`config.mk`:
```
export PLATFORM = sky130hd
export DESIGN_NAME = strided_access_gen
export DESIGN_NICKNAME = d
export VERILOG_FILES = /design/src/rtl/sag_pkg.sv /design/src/rtl/sag_counter.sv /design/src/rtl/sag_addr_track.sv /design/src/rtl/strided_access_gen.sv
export SDC_FILE = /design/constraint.sdc
export NUM_CORES = 1
export LEC_CHECK = 0
export CAP_MARGIN = 20
export CELL_PAD_IN_SITES_DETAIL_PLACEMENT = 0
export CELL_PAD_IN_SITES_GLOBAL_PLACEMENT = 1
export CORE_MARGIN = 3
export CORE_UTILIZATION = 27
export CTS_CLUSTER_SIZE = 8
export DETAILED_ROUTE_END_ITERATION = 8
export GPL_TIMING_DRIVEN = 0
export PLACE_DENSITY = 0.69
export SLEW_MARGIN = 0
export SYNTH_ARGS = -nofsm -noshare
export SYNTH_HDL_FRONTEND = slang
export SYNTH_HIERARCHICAL = 1
export SYNTH_SLANG_ARGS = --single-unit
```
`constraint.sdc`:
```
create_clock -name clk -period 3.32 [get_ports clk]
set_input_delay 0.83 -clock clk [delete_from_list [all_inputs] [get_ports clk]]
set_output_delay 0.83 -clock clk [all_outputs]
set_load 0.005 [all_outputs]
```
`src/rtl/sag_pkg.sv`:
```
package sag_pkg;
    typedef enum logic {
        SAG_IDLE = 1'b0,
        SAG_RUN  = 1'b1
    } sag_state_e;
endpackage

```
`src/rtl/sag_counter.sv`:
```
module sag_counter #(
    parameter int W = 16
) (
    input  logic         clk,
    input  logic         rst_n,
    input  logic         start,
    input  logic [W-1:0] start_val,
    input  logic         reload,
    input  logic         dec,
    output logic         is_last
);
    typedef struct packed {
        logic [W-1:0] len;
        logic [W-1:0] cnt;
    } cnt_st_t;

    cnt_st_t st_d, st_q;

    always_comb begin
        st_d = st_q;
        if (start) begin
            st_d.len = start_val;
            st_d.cnt = start_val;
        end else if (reload) begin
            st_d.cnt = st_q.len;
        end else if (dec) begin
            st_d.cnt = st_q.cnt - W'(1);
        end
    end

    always_ff @(posedge clk) begin
        if (!rst_n) st_q <= '0;
        else        st_q <= st_d;
    end

    assign is_last = (st_q.cnt == W'(1));

    // a step never runs past the final position of the pattern
    assert_no_underflow_R6: assert property (@(posedge clk) disable iff (!rst_n)
        (dec && !start && !reload) |-> (st_q.cnt > W'(1)));
endmodule

```
`src/rtl/sag_addr_track.sv`:
```
module sag_addr_track #(
    parameter int ADDR_W     = 32,
    parameter int SPAD_AW    = 12,
    parameter int WORD_BYTES = 4
) (
    input  logic               clk,
    input  logic               rst_n,
    input  logic               start,
    input  logic [ADDR_W-1:0]  start_addr,
    input  logic [ADDR_W-1:0]  start_stride,
    input  logic [SPAD_AW-1:0] start_spad,
    input  logic               step_word,
    input  logic               step_run,
    output logic [ADDR_W-1:0]  cur_addr,
    output logic [SPAD_AW-1:0] cur_spad
);
    localparam logic [ADDR_W-1:0] STEP = ADDR_W'(WORD_BYTES);

    typedef struct packed {
        logic [ADDR_W-1:0]  run_base;
        logic [ADDR_W-1:0]  cur;
        logic [ADDR_W-1:0]  stride;
        logic [SPAD_AW-1:0] spad;
    } trk_st_t;

    trk_st_t st_d, st_q;
    logic [ADDR_W-1:0] next_base;

    always_comb begin
        st_d      = st_q;
        next_base = st_q.run_base + st_q.stride;
        if (start) begin
            st_d.run_base = start_addr;
            st_d.cur      = start_addr;
            st_d.stride   = start_stride;
            st_d.spad     = start_spad;
        end else begin
            if (step_run) begin
                st_d.run_base = next_base;
                st_d.cur      = next_base;
            end else if (step_word) begin
                st_d.cur = st_q.cur + STEP;
            end
            if (step_run || step_word) st_d.spad = st_q.spad + SPAD_AW'(1);
        end
    end

    always_ff @(posedge clk) begin
        if (!rst_n) st_q <= '0;
        else        st_q <= st_d;
    end

    assign cur_addr = st_q.cur;
    assign cur_spad = st_q.spad;

    // a step inside a run advances the address by one word
    assert_word_step_R4: assert property (@(posedge clk) disable iff (!rst_n)
        (step_word && !step_run && !start) |=> (cur_addr == $past(cur_addr) + STEP));

    // each transferred request moves the scratchpad index by one
    assert_spad_step_R7: assert property (@(posedge clk) disable iff (!rst_n)
        ((step_word || step_run) && !start) |=> (cur_spad == $past(cur_spad) + SPAD_AW'(1)));
endmodule

```
`src/rtl/strided_access_gen.sv`:
```
module strided_access_gen #(
    parameter int ADDR_W     = 32,
    parameter int LEN_W      = 16,
    parameter int CNT_W      = 16,
    parameter int SPAD_AW    = 12,
    parameter int WORD_BYTES = 4
) (
    input  logic               clk,
    input  logic               rst_n,
    input  logic               cmd_valid,
    output logic               cmd_ready,
    input  logic [ADDR_W-1:0]  cmd_base,
    input  logic [ADDR_W-1:0]  cmd_stride,
    input  logic [LEN_W-1:0]   cmd_words,
    input  logic [CNT_W-1:0]   cmd_runs,
    input  logic [SPAD_AW-1:0] cmd_spad,
    output logic               req_valid,
    input  logic               req_ready,
    output logic [ADDR_W-1:0]  req_addr,
    output logic [SPAD_AW-1:0] req_spad,
    output logic               req_last,
    output logic               done
);
    import sag_pkg::*;

    typedef struct packed {
        sag_state_e state;
        logic       done;
    } top_st_t;

    top_st_t st_d, st_q;

    logic accept, empty_cmd, start, xfer;
    logic word_last, run_last, fin;
    logic word_reload, word_dec, run_dec;

    always_comb begin
        empty_cmd   = (cmd_words == '0) || (cmd_runs == '0);
        accept      = cmd_valid && (st_q.state == SAG_IDLE);
        start       = accept && !empty_cmd;
        xfer        = (st_q.state == SAG_RUN) && req_ready;
        fin         = xfer && word_last && run_last;
        word_dec    = xfer && !word_last;
        word_reload = xfer && word_last && !run_last;
        run_dec     = word_reload;

        st_d      = st_q;
        st_d.done = fin || (accept && empty_cmd);
        if (start)    st_d.state = SAG_RUN;
        else if (fin) st_d.state = SAG_IDLE;
    end

    always_ff @(posedge clk) begin
        if (!rst_n) st_q <= '{state: SAG_IDLE, done: 1'b0};
        else        st_q <= st_d;
    end

    sag_counter #(.W(LEN_W)) u_word_cnt (
        .clk(clk), .rst_n(rst_n),
        .start(start), .start_val(cmd_words),
        .reload(word_reload), .dec(word_dec),
        .is_last(word_last)
    );

    sag_counter #(.W(CNT_W)) u_run_cnt (
        .clk(clk), .rst_n(rst_n),
        .start(start), .start_val(cmd_runs),
        .reload(1'b0), .dec(run_dec),
        .is_last(run_last)
    );

    sag_addr_track #(.ADDR_W(ADDR_W), .SPAD_AW(SPAD_AW), .WORD_BYTES(WORD_BYTES)) u_track (
        .clk(clk), .rst_n(rst_n),
        .start(start), .start_addr(cmd_base), .start_stride(cmd_stride),
        .start_spad(cmd_spad),
        .step_word(word_dec), .step_run(word_reload),
        .cur_addr(req_addr), .cur_spad(req_spad)
    );

    assign cmd_ready = (st_q.state == SAG_IDLE);
    assign req_valid = (st_q.state == SAG_RUN);
    assign req_last  = req_valid && word_last && run_last;
    assign done      = st_q.done;

    // a stalled request is held unchanged
    assert_hold_stall_R8: assert property (@(posedge clk) disable iff (!rst_n)
        (req_valid && !req_ready) |=> (req_valid && $stable(req_addr)
                                       && $stable(req_spad) && $stable(req_last)));

    // no command is taken while requests are outstanding
    assert_busy_block_R2: assert property (@(posedge clk) disable iff (!rst_n)
        req_valid |-> !cmd_ready);

    // the final transfer is followed by the done pulse
    assert_done_follows_R9: assert property (@(posedge clk) disable iff (!rst_n)
        (req_valid && req_ready && req_last) |=> (done && !req_valid));

    // an empty command completes without issuing requests
    assert_empty_cmd_R10: assert property (@(posedge clk) disable iff (!rst_n)
        (cmd_valid && cmd_ready && ((cmd_words == '0) || (cmd_runs == '0)))
            |=> (done && !req_valid && cmd_ready));
endmodule

```
==> results.json, run 1 <==
{
  "outcome": "complete, no violations",
  "fin_cells": 2044,
  "drive_gt1_share_pct": 13.4,
  "slowest_delay_ps": 560,
  "tightest_slew_ps": 1090,
  "fin_area_um2": 13800,
  "num_vias": 10500,
  "hpwl_um": 28300,
  "die_height_um": 202,
  "cap_violations": 0,
  "gp_congestion": 0.885,
  "critPathBufInv": 2,
  "pin_count": 160,
  "grt_pass1_wl_um": 57600,
  "postSynthAreaPerCell_um2": 7.89,
  "power_density_nw_per_um2": 439,
  "grt_usage_pct": 18.1,
  "overflow": 0,
  "fin_crit_sh_pct": 97.9,
  "nets": 1670,
  "critPathKind": "register to primary output",
  "netlist_instances": 1317,
  "hold_depth": 2,
  "clockBufferDepth": 2,
  "critPathLaunch": "u_word_cnt/st_q[10]$_SDFFE_PN0P_",
  "area_growth_pct": 32.8,
  "port_buffers": 159,
  "ys_seq_area_share_pct": 33.5,
  "hold_violations": 0,
  "slew_headroom_pct": 27.5,
  "rows": 71,
  "clk-insertion-delay-late_ps": 460,
  "cp-end-kind": "primary output",
  "die_area_um2": 40900,
  "clkSinkCount": 174,
  "fin_crit_ps": 3250,
  "vias_per_cell": 5.14,
  "antenna_cells": 0,
  "ys_async_sr_fraction_pct": 0,
  "rrSetupSlack_ps": 90,
  "post_dp_cell_area_um2": 12600,
  "r2r_end": "u_track/cur_addr[6]$_SDFFE_PN0P_",
  "synth_edf_count": 0,
  "skew_ps": 11.0,
  "antenna_found_initial": 5,
  "ant_nets": 0,
  "crit_family": "simple AND/OR/NAND/NOR gates",
  "grt_max_degree": 20,
  "ir_drop_v": 0.000400,
  "cts_tree": "built",
  "synth-warning-count": 6,
  "dp_slack_ps": -2080,
  "cp.arrival_ps": 2420,
  "ys.flop_type": "dfxtp_1",
  "wirelength_um": 38300,
  "dr.pass1.iters": 7,
  "first_global_vias": 9842,
  "setup_violations": 0,
  "worst_slack_ps": 69.3,
  "path_clk_slew_ps": 70,
  "route.detailed.drc": 0,
  "fp.dieW_um": 202,
  "critPathLaunchType": "register",
  "slew_violations": 0,
  "cts_htree_levels": 4,
  "synth_area_um2": 10400,
  "core_area_um2": 37800,
  "floorplan.initialDensity_pct": 27.5,
  "worstHoldPathType": "register to register",
  "cp.required_ps": 2490,
  "ys_ff_latch": 174,
  "p_leak_uw": 0.00540,
  "cp_slowest_cell": "or4_4",
  "hold_start": "u_track/st_q[100]$_SDFFE_PN0P_",
  "drtIter0Drc": 788,
  "r2r_start": "u_word_cnt/st_q[10]$_SDFFE_PN0P_",
  "dpl.cell_count": 1993,
  "cts_buffers": 17,
  "fmax_mhz": 308,
  "reg2reg_depth": 13,
  "wire_per_inst_um": 18.8,
  "ys_types": 76,
  "cp_cell_sequence": "or4_4 > or3_4 > nor3_4 > buf_4 > and3_4 > clkbuf_2",
  "min_to": "u_track/st_q[100]$_SDFFE_PN0P_",
  "cts-root-buf": "clkbuf_16",
  "cp_max_fo": 4
}
stage by stage:
| step | util, % | hold slack [ps] | total power (uW) | TNS, ps |
|---|---|---|---|---|
| after floorplan | - | 433 | 3250 | 0 |
| after global placement | 33.5 | 452 | 3770 | -226200 |
| after detailed placement | 33.5 | 455 | 3790 | -228730 |
| after CTS | 35.9 | 464 | 6060 | 0 |
| after global routing | 36.5 | 479 | 6360 | -349 |
| final | 36.5 | 458 | 6050 | 0 |
routing by layer:
layer  share of wire (%)  vias up  routed length (um)  GRT usage (%)
li1                    -     5156                   -              -
met4                 2.3       10                 875           6.09
met1                  45     4942               17300           23.8
met3                 6.0       63                2310           4.06
met5                0.18        -                  69              0
met2                  46      331               17800           29.6
synth_stat cells (16+ instances only):
cell	number	area, um^2
dfxtp_1	174	3480
a21oi_1	155	776
nor2_1	150	563
nand2_1	108	405
o21ai_0	93	465
mux2i_1	62	621
clkbuf_1	58	218
buf_4	44	330
ha_1	37	463
inv_1	36	135
nand3_1	35	175
xnor2_1	27	236
nand2b_1	20	125
nor3_1	20	100
a21o_1	19	143
a31oi_1	17	106
and3_1	16	100
nand4_1	16	100
logic make-up (layout without fill, tap and decap cells):
logic type,after synthesis,count (layout),share of synthesized area [%]
multiplexers,62,62,5.97
AO/OA/AOI/OAI,421,421,25.6
other,1,7,0.0361
AND/OR/NAND/NOR,434,434,19.9
adder cells (fa/ha/maj),38,38,4.65
XOR/XNOR,39,39,3.29
buffers and inverters,148,358,6.97
flip-flops,174,174,33.5
power breakdown:
group	total [uW]	switching [uW]	internal [uW]
logic	1460	791	672
registers	2390	146	2240
clock network	2200	910	1290
total	6050	1850	4200
worst register-to-register path, delay by kind of cell (launching register included):
kind,cells,cell delay [ps]
buf+inv,4,540
compound gates,3,800
simple gates,6,1490
flops,1,330
flip-flops by register name (all words and copies together), names as in the netlist:
name	flops
done	1
req_valid	1
u_run_cnt/st_q	32
u_track/cur_addr	32
u_track/cur_spad	12
u_track/st_q	64
u_word_cnt/st_q	32
worst max-delay path by stage:
stage	slack [ps]	to	cells after the start
after detailed placement	-2080	u_track/cur_spad[3]$_SDFFE_PN0P_	11
after CTS	5	u_run_cnt/st_q[4]$_SDFFE_PN0P_	13
after global routing	-70	u_track/cur_spad[8]$_SDFFE_PN0P_	17
after floorplan	20	u_track/cur_spad[10]$_SDFFE_PN0P_	13
final	70	req_last	6
after global placement	-2050	u_track/st_q[12]$_SDFFE_PN0P_	11
timing repair:
| item | 4_1_cts | 5_1_grt |
|---|---|---|
| endpoints found under the setup margin | 173 | 124 |
| pin swaps | 8 | 10 |
| cloned | 0 | 1 |
| hold buffers | 0 | 0 |
| resized for setup | 75 | 66 |
| setup buffers | 10 | 8 |
cells in the final DEF (no fill, tap or decap), types with 11 or more instances in the layout:
cell | netlist | layout
nand2_1 | 108 | 105
o21ai_0 | 93 | 89
buf_4 | 44 | 64
a21o_1 | 19 | 19
clkbuf_1 | 58 | 29
clkbuf_16 | 0 | 18
clkbuf_2 | 0 | 15
nand4_1 | 16 | 16
a22oi_1 | 12 | 12
mux2i_1 | 62 | 62
dfxtp_1 | 174 | 168
nand2b_1 | 20 | 20
inv_1 | 36 | 33
xor2_1 | 12 | 12
nor3_1 | 20 | 15
a31oi_1 | 17 | 16
ha_1 | 37 | 37
nor2b_1 | 13 | 11
clkdlybuf4s50_1 | 0 | 157
o211ai_1 | 12 | 12
and3_1 | 16 | 15
a21oi_1 | 155 | 155
nand3_1 | 35 | 34
nor2_1 | 150 | 145
xnor2_1 | 27 | 27
a211oi_1 | 15 | 13
area by class of cell:
type,instances,area [um^2]
Inverter,37,150
Multi-Input combinational cell,1001,6420
Tap cell,511,639
Timing Repair Buffer,178,1750
Clock inverter,8,129
Buffer,111,706
Clock buffer,24,502
Sequential cell,174,3490
Fill cell,3935,24000
Note: power is estimated with default switching activity, not from simulation.
==> run 2, diff against run 1 <==
--- a/config.mk
+++ b/config.mk
@@ -8,12 +8,14 @@
 export CAP_MARGIN = 20
 export CELL_PAD_IN_SITES_DETAIL_PLACEMENT = 0
 export CELL_PAD_IN_SITES_GLOBAL_PLACEMENT = 1
+export CORE_ASPECT_RATIO = 0.75
 export CORE_MARGIN = 3
 export CORE_UTILIZATION = 27
 export CTS_CLUSTER_SIZE = 8
 export DETAILED_ROUTE_END_ITERATION = 8
 export GPL_TIMING_DRIVEN = 0
 export PLACE_DENSITY = 0.69
+export RECOVER_POWER = 25
 export SLEW_MARGIN = 0
 export SYNTH_ARGS = -nofsm -noshare
 export SYNTH_HDL_FRONTEND = slang
==> run 2 against run 1 <==
Against the previous run: non-clock buffer count is 9 lower; clock power is essentially flat; final cell count fell by 0.78%; register-to-register slack better by 30 ps; sequential power about the same; critical endpoint is now u_track/st_q[100]$_SDFFE_PN0P_; largest power group unchanged.
==> results.json, run 2 (synthesis gave the netlist of run 1 again) <==
{
  "wl_met2_um": 16800,
  "cts_hold_buffers": 0,
  "cp.required_ps": 3620,
  "gp_congestion": 0.928,
  "post_dp_cell_area_um2": 12600,
  "num-fill-cells": 3906,
  "clockBufferDepth": 2,
  "fin_cells": 2028,
  "rows": 61,
  "power_density_nw_per_um2": 444,
  "cp_max_fo": 10,
  "floorplan.initialDensity_pct": 27.7,
  "ant_nets": 0,
  "cts-root-buf": "clkbuf_16",
  "area_growth_pct": 30.8,
  "grt_max_degree": 20,
  "fp.dieW_um": 232,
  "cp.arrival_ps": 3530,
  "grt_pass1_wl_um": 59800,
  "tightest_slew_ps": 1050,
  "core_area_um2": 37500,
  "cts_buffers": 17,
  "cap_violations": 0,
  "layout_common_cells": "dfxtp_1, a21oi_1, nor2_1",
  "worstHoldPathType": "register to register",
  "rrSetupSlack_ps": 120,
  "met1_length_um": 19200,
  "critPathKind": "input pin to register",
  "cp-end-kind": "register",
  "ir_drop_v": 0.000393,
  "fin_crit_sh_pct": 97.4,
  "dp_slack_ps": -2170,
  "slew_violations": 0,
  "drive_gt1_share_pct": 11.9,
  "wire_per_inst_um": 19.7,
  "dr.pass1.iters": 6,
  "dpl.cell_count": 1986,
  "final_common_cell": "dfxtp_1",
  "route.detailed.drc": 0,
  "fin_area_um2": 13600,
  "largest_reg_flops": 64,
  "p_leak_uw": 0.00538,
  "critPathLaunchType": "input pin",
  "clkSinkCount": 174,
  "total_power_uw": 6030,
  "skew_ps": 16.5,
  "port_buffers": 159,
  "cts_tree": "built",
  "drtIter0Drc": 968,
  "antenna_found_initial": 0,
  "hpwl_um": 30200,
  "fmax_mhz": 309,
  "vias_per_cell": 5.19,
  "cts_htree_levels": 4,
  "pin_count": 160,
  "die_height_um": 176,
  "outcome": "complete, no violations",
  "hold_violations": 0,
  "final_util_pct": 36.3,
  "worst_slack_ps": 85.7,
  "first_global_vias": 10000,
  "nets": 1661,
  "num_vias": 10500,
  "path_clk_slew_ps": 80,
  "grt_usage_pct": 19.2,
  "antenna_cells": 0,
  "wirelength_um": 39900,
  "fin_crit_ps": 3230,
  "die_area_um2": 40900,
  "wl_met3_um": 2900,
  "slew_headroom_pct": 29.7,
  "setup_violations": 0,
  "clk-insertion-delay-late_ps": 450,
  "top_layer_used": "met4",
  "overflow": 0,
  "top_register": "u_track/st_q"
}
==> run 2: cell types whose count changed in the layout (fill, tap and decap cells not counted), sizes merged <==
cell,previous run,this run
buf,78,49
clkbuf,77,92
clkdlybuf4s50,157,130
clkinv,4,3
clkinvlp,4,5
dlygate4sd3,0,28
dlymetal6s2s,1,0
inv,34,39
==> run 2: final timing paths <==
kind | from | to | cells after the start
worst min register to register | u_track/st_q[98]$_SDFFE_PN0P_ | u_track/st_q[98]$_SDFFE_PN0P_ | 2
worst min-delay path | u_track/st_q[98]$_SDFFE_PN0P_ | u_track/st_q[98]$_SDFFE_PN0P_ | 2
worst max register to register | u_word_cnt/st_q[7]$_SDFFE_PN0P_ | u_track/cur_addr[6]$_SDFFE_PN0P_ | 12
worst max-delay path | cmd_runs[13] | u_track/st_q[100]$_SDFFE_PN0P_ | 12
==> run 2: power by group <==
part           internal, uW  leakage (uW)  switching, uW
clock network          1220      0.000291            959
registers              2240       0.00143            148
logic                   654       0.00366            803
total                  4120       0.00538           1910
==> run 2: layout make-up <==
| class | instances | area [um^2] | share of cell area, % |
|---|---|---|---|
| flip-flops and latches | 174 | 3490 | 25.7 |
| plain buffers | 111 | 703 | 5.17 |
| clock inverters | 13 | 183 | 1.34 |
| clock buffers | 19 | 443 | 3.26 |
| repair buffers | 169 | 1670 | 12.3 |
| inverters | 37 | 143 | 1.05 |
| well taps | 504 | 631 | 4.64 |
| multi-input cells | 1001 | 6330 | 46.6 |
==> run 2: metrics by stage <==
stage | setup TNS (ps) | hold slack (ps)
final | 0 | 464
after global routing | -24.6 | 476
after CTS | -233 | 464
after detailed placement | -225750 | 451
after global placement | -222890 | 447
after floorplan | 0 | 433
==> run 2: worst max-delay path, stage by stage <==
cell and delay [ps]:
clkdlybuf4s50_1 590, nor4_2 100, nand4_1 180, nand2_1 140, nor3b_4 360, inv_2 180, nand2_2 200, buf_6 210
clkbuf_8 230, nor2_1 60, a211oi_1 330, a21oi_1 110
==> run 2: layer usage <==
| metal | vias up | track usage, % |
|---|---|---|
| met5 | - | 0 |
| met4 | 0 | 5.64 |
| met3 | 44 | 3.57 |
| met2 | 367 | 28.4 |
| met1 | 4988 | 28.0 |
| li1 | 5128 | - |
==> run 2: timing repair <==
item                                    CTS  global route
pin swaps                                 7             4
endpoints found under the setup margin  172           144
setup buffers                             4             6
gates resized for setup                  77            51
==> run 3, diff against run 2 <==
--- a/config.mk
+++ b/config.mk
@@ -14,6 +14,7 @@
 export CTS_CLUSTER_SIZE = 8
 export DETAILED_ROUTE_END_ITERATION = 8
 export GPL_TIMING_DRIVEN = 0
+export HOLD_SLACK_MARGIN = 0.03
 export PLACE_DENSITY = 0.69
 export RECOVER_POWER = 25
 export SLEW_MARGIN = 0
==> results of run 3 <==
Final layout, timing and power as in run 2 (identical DEF).
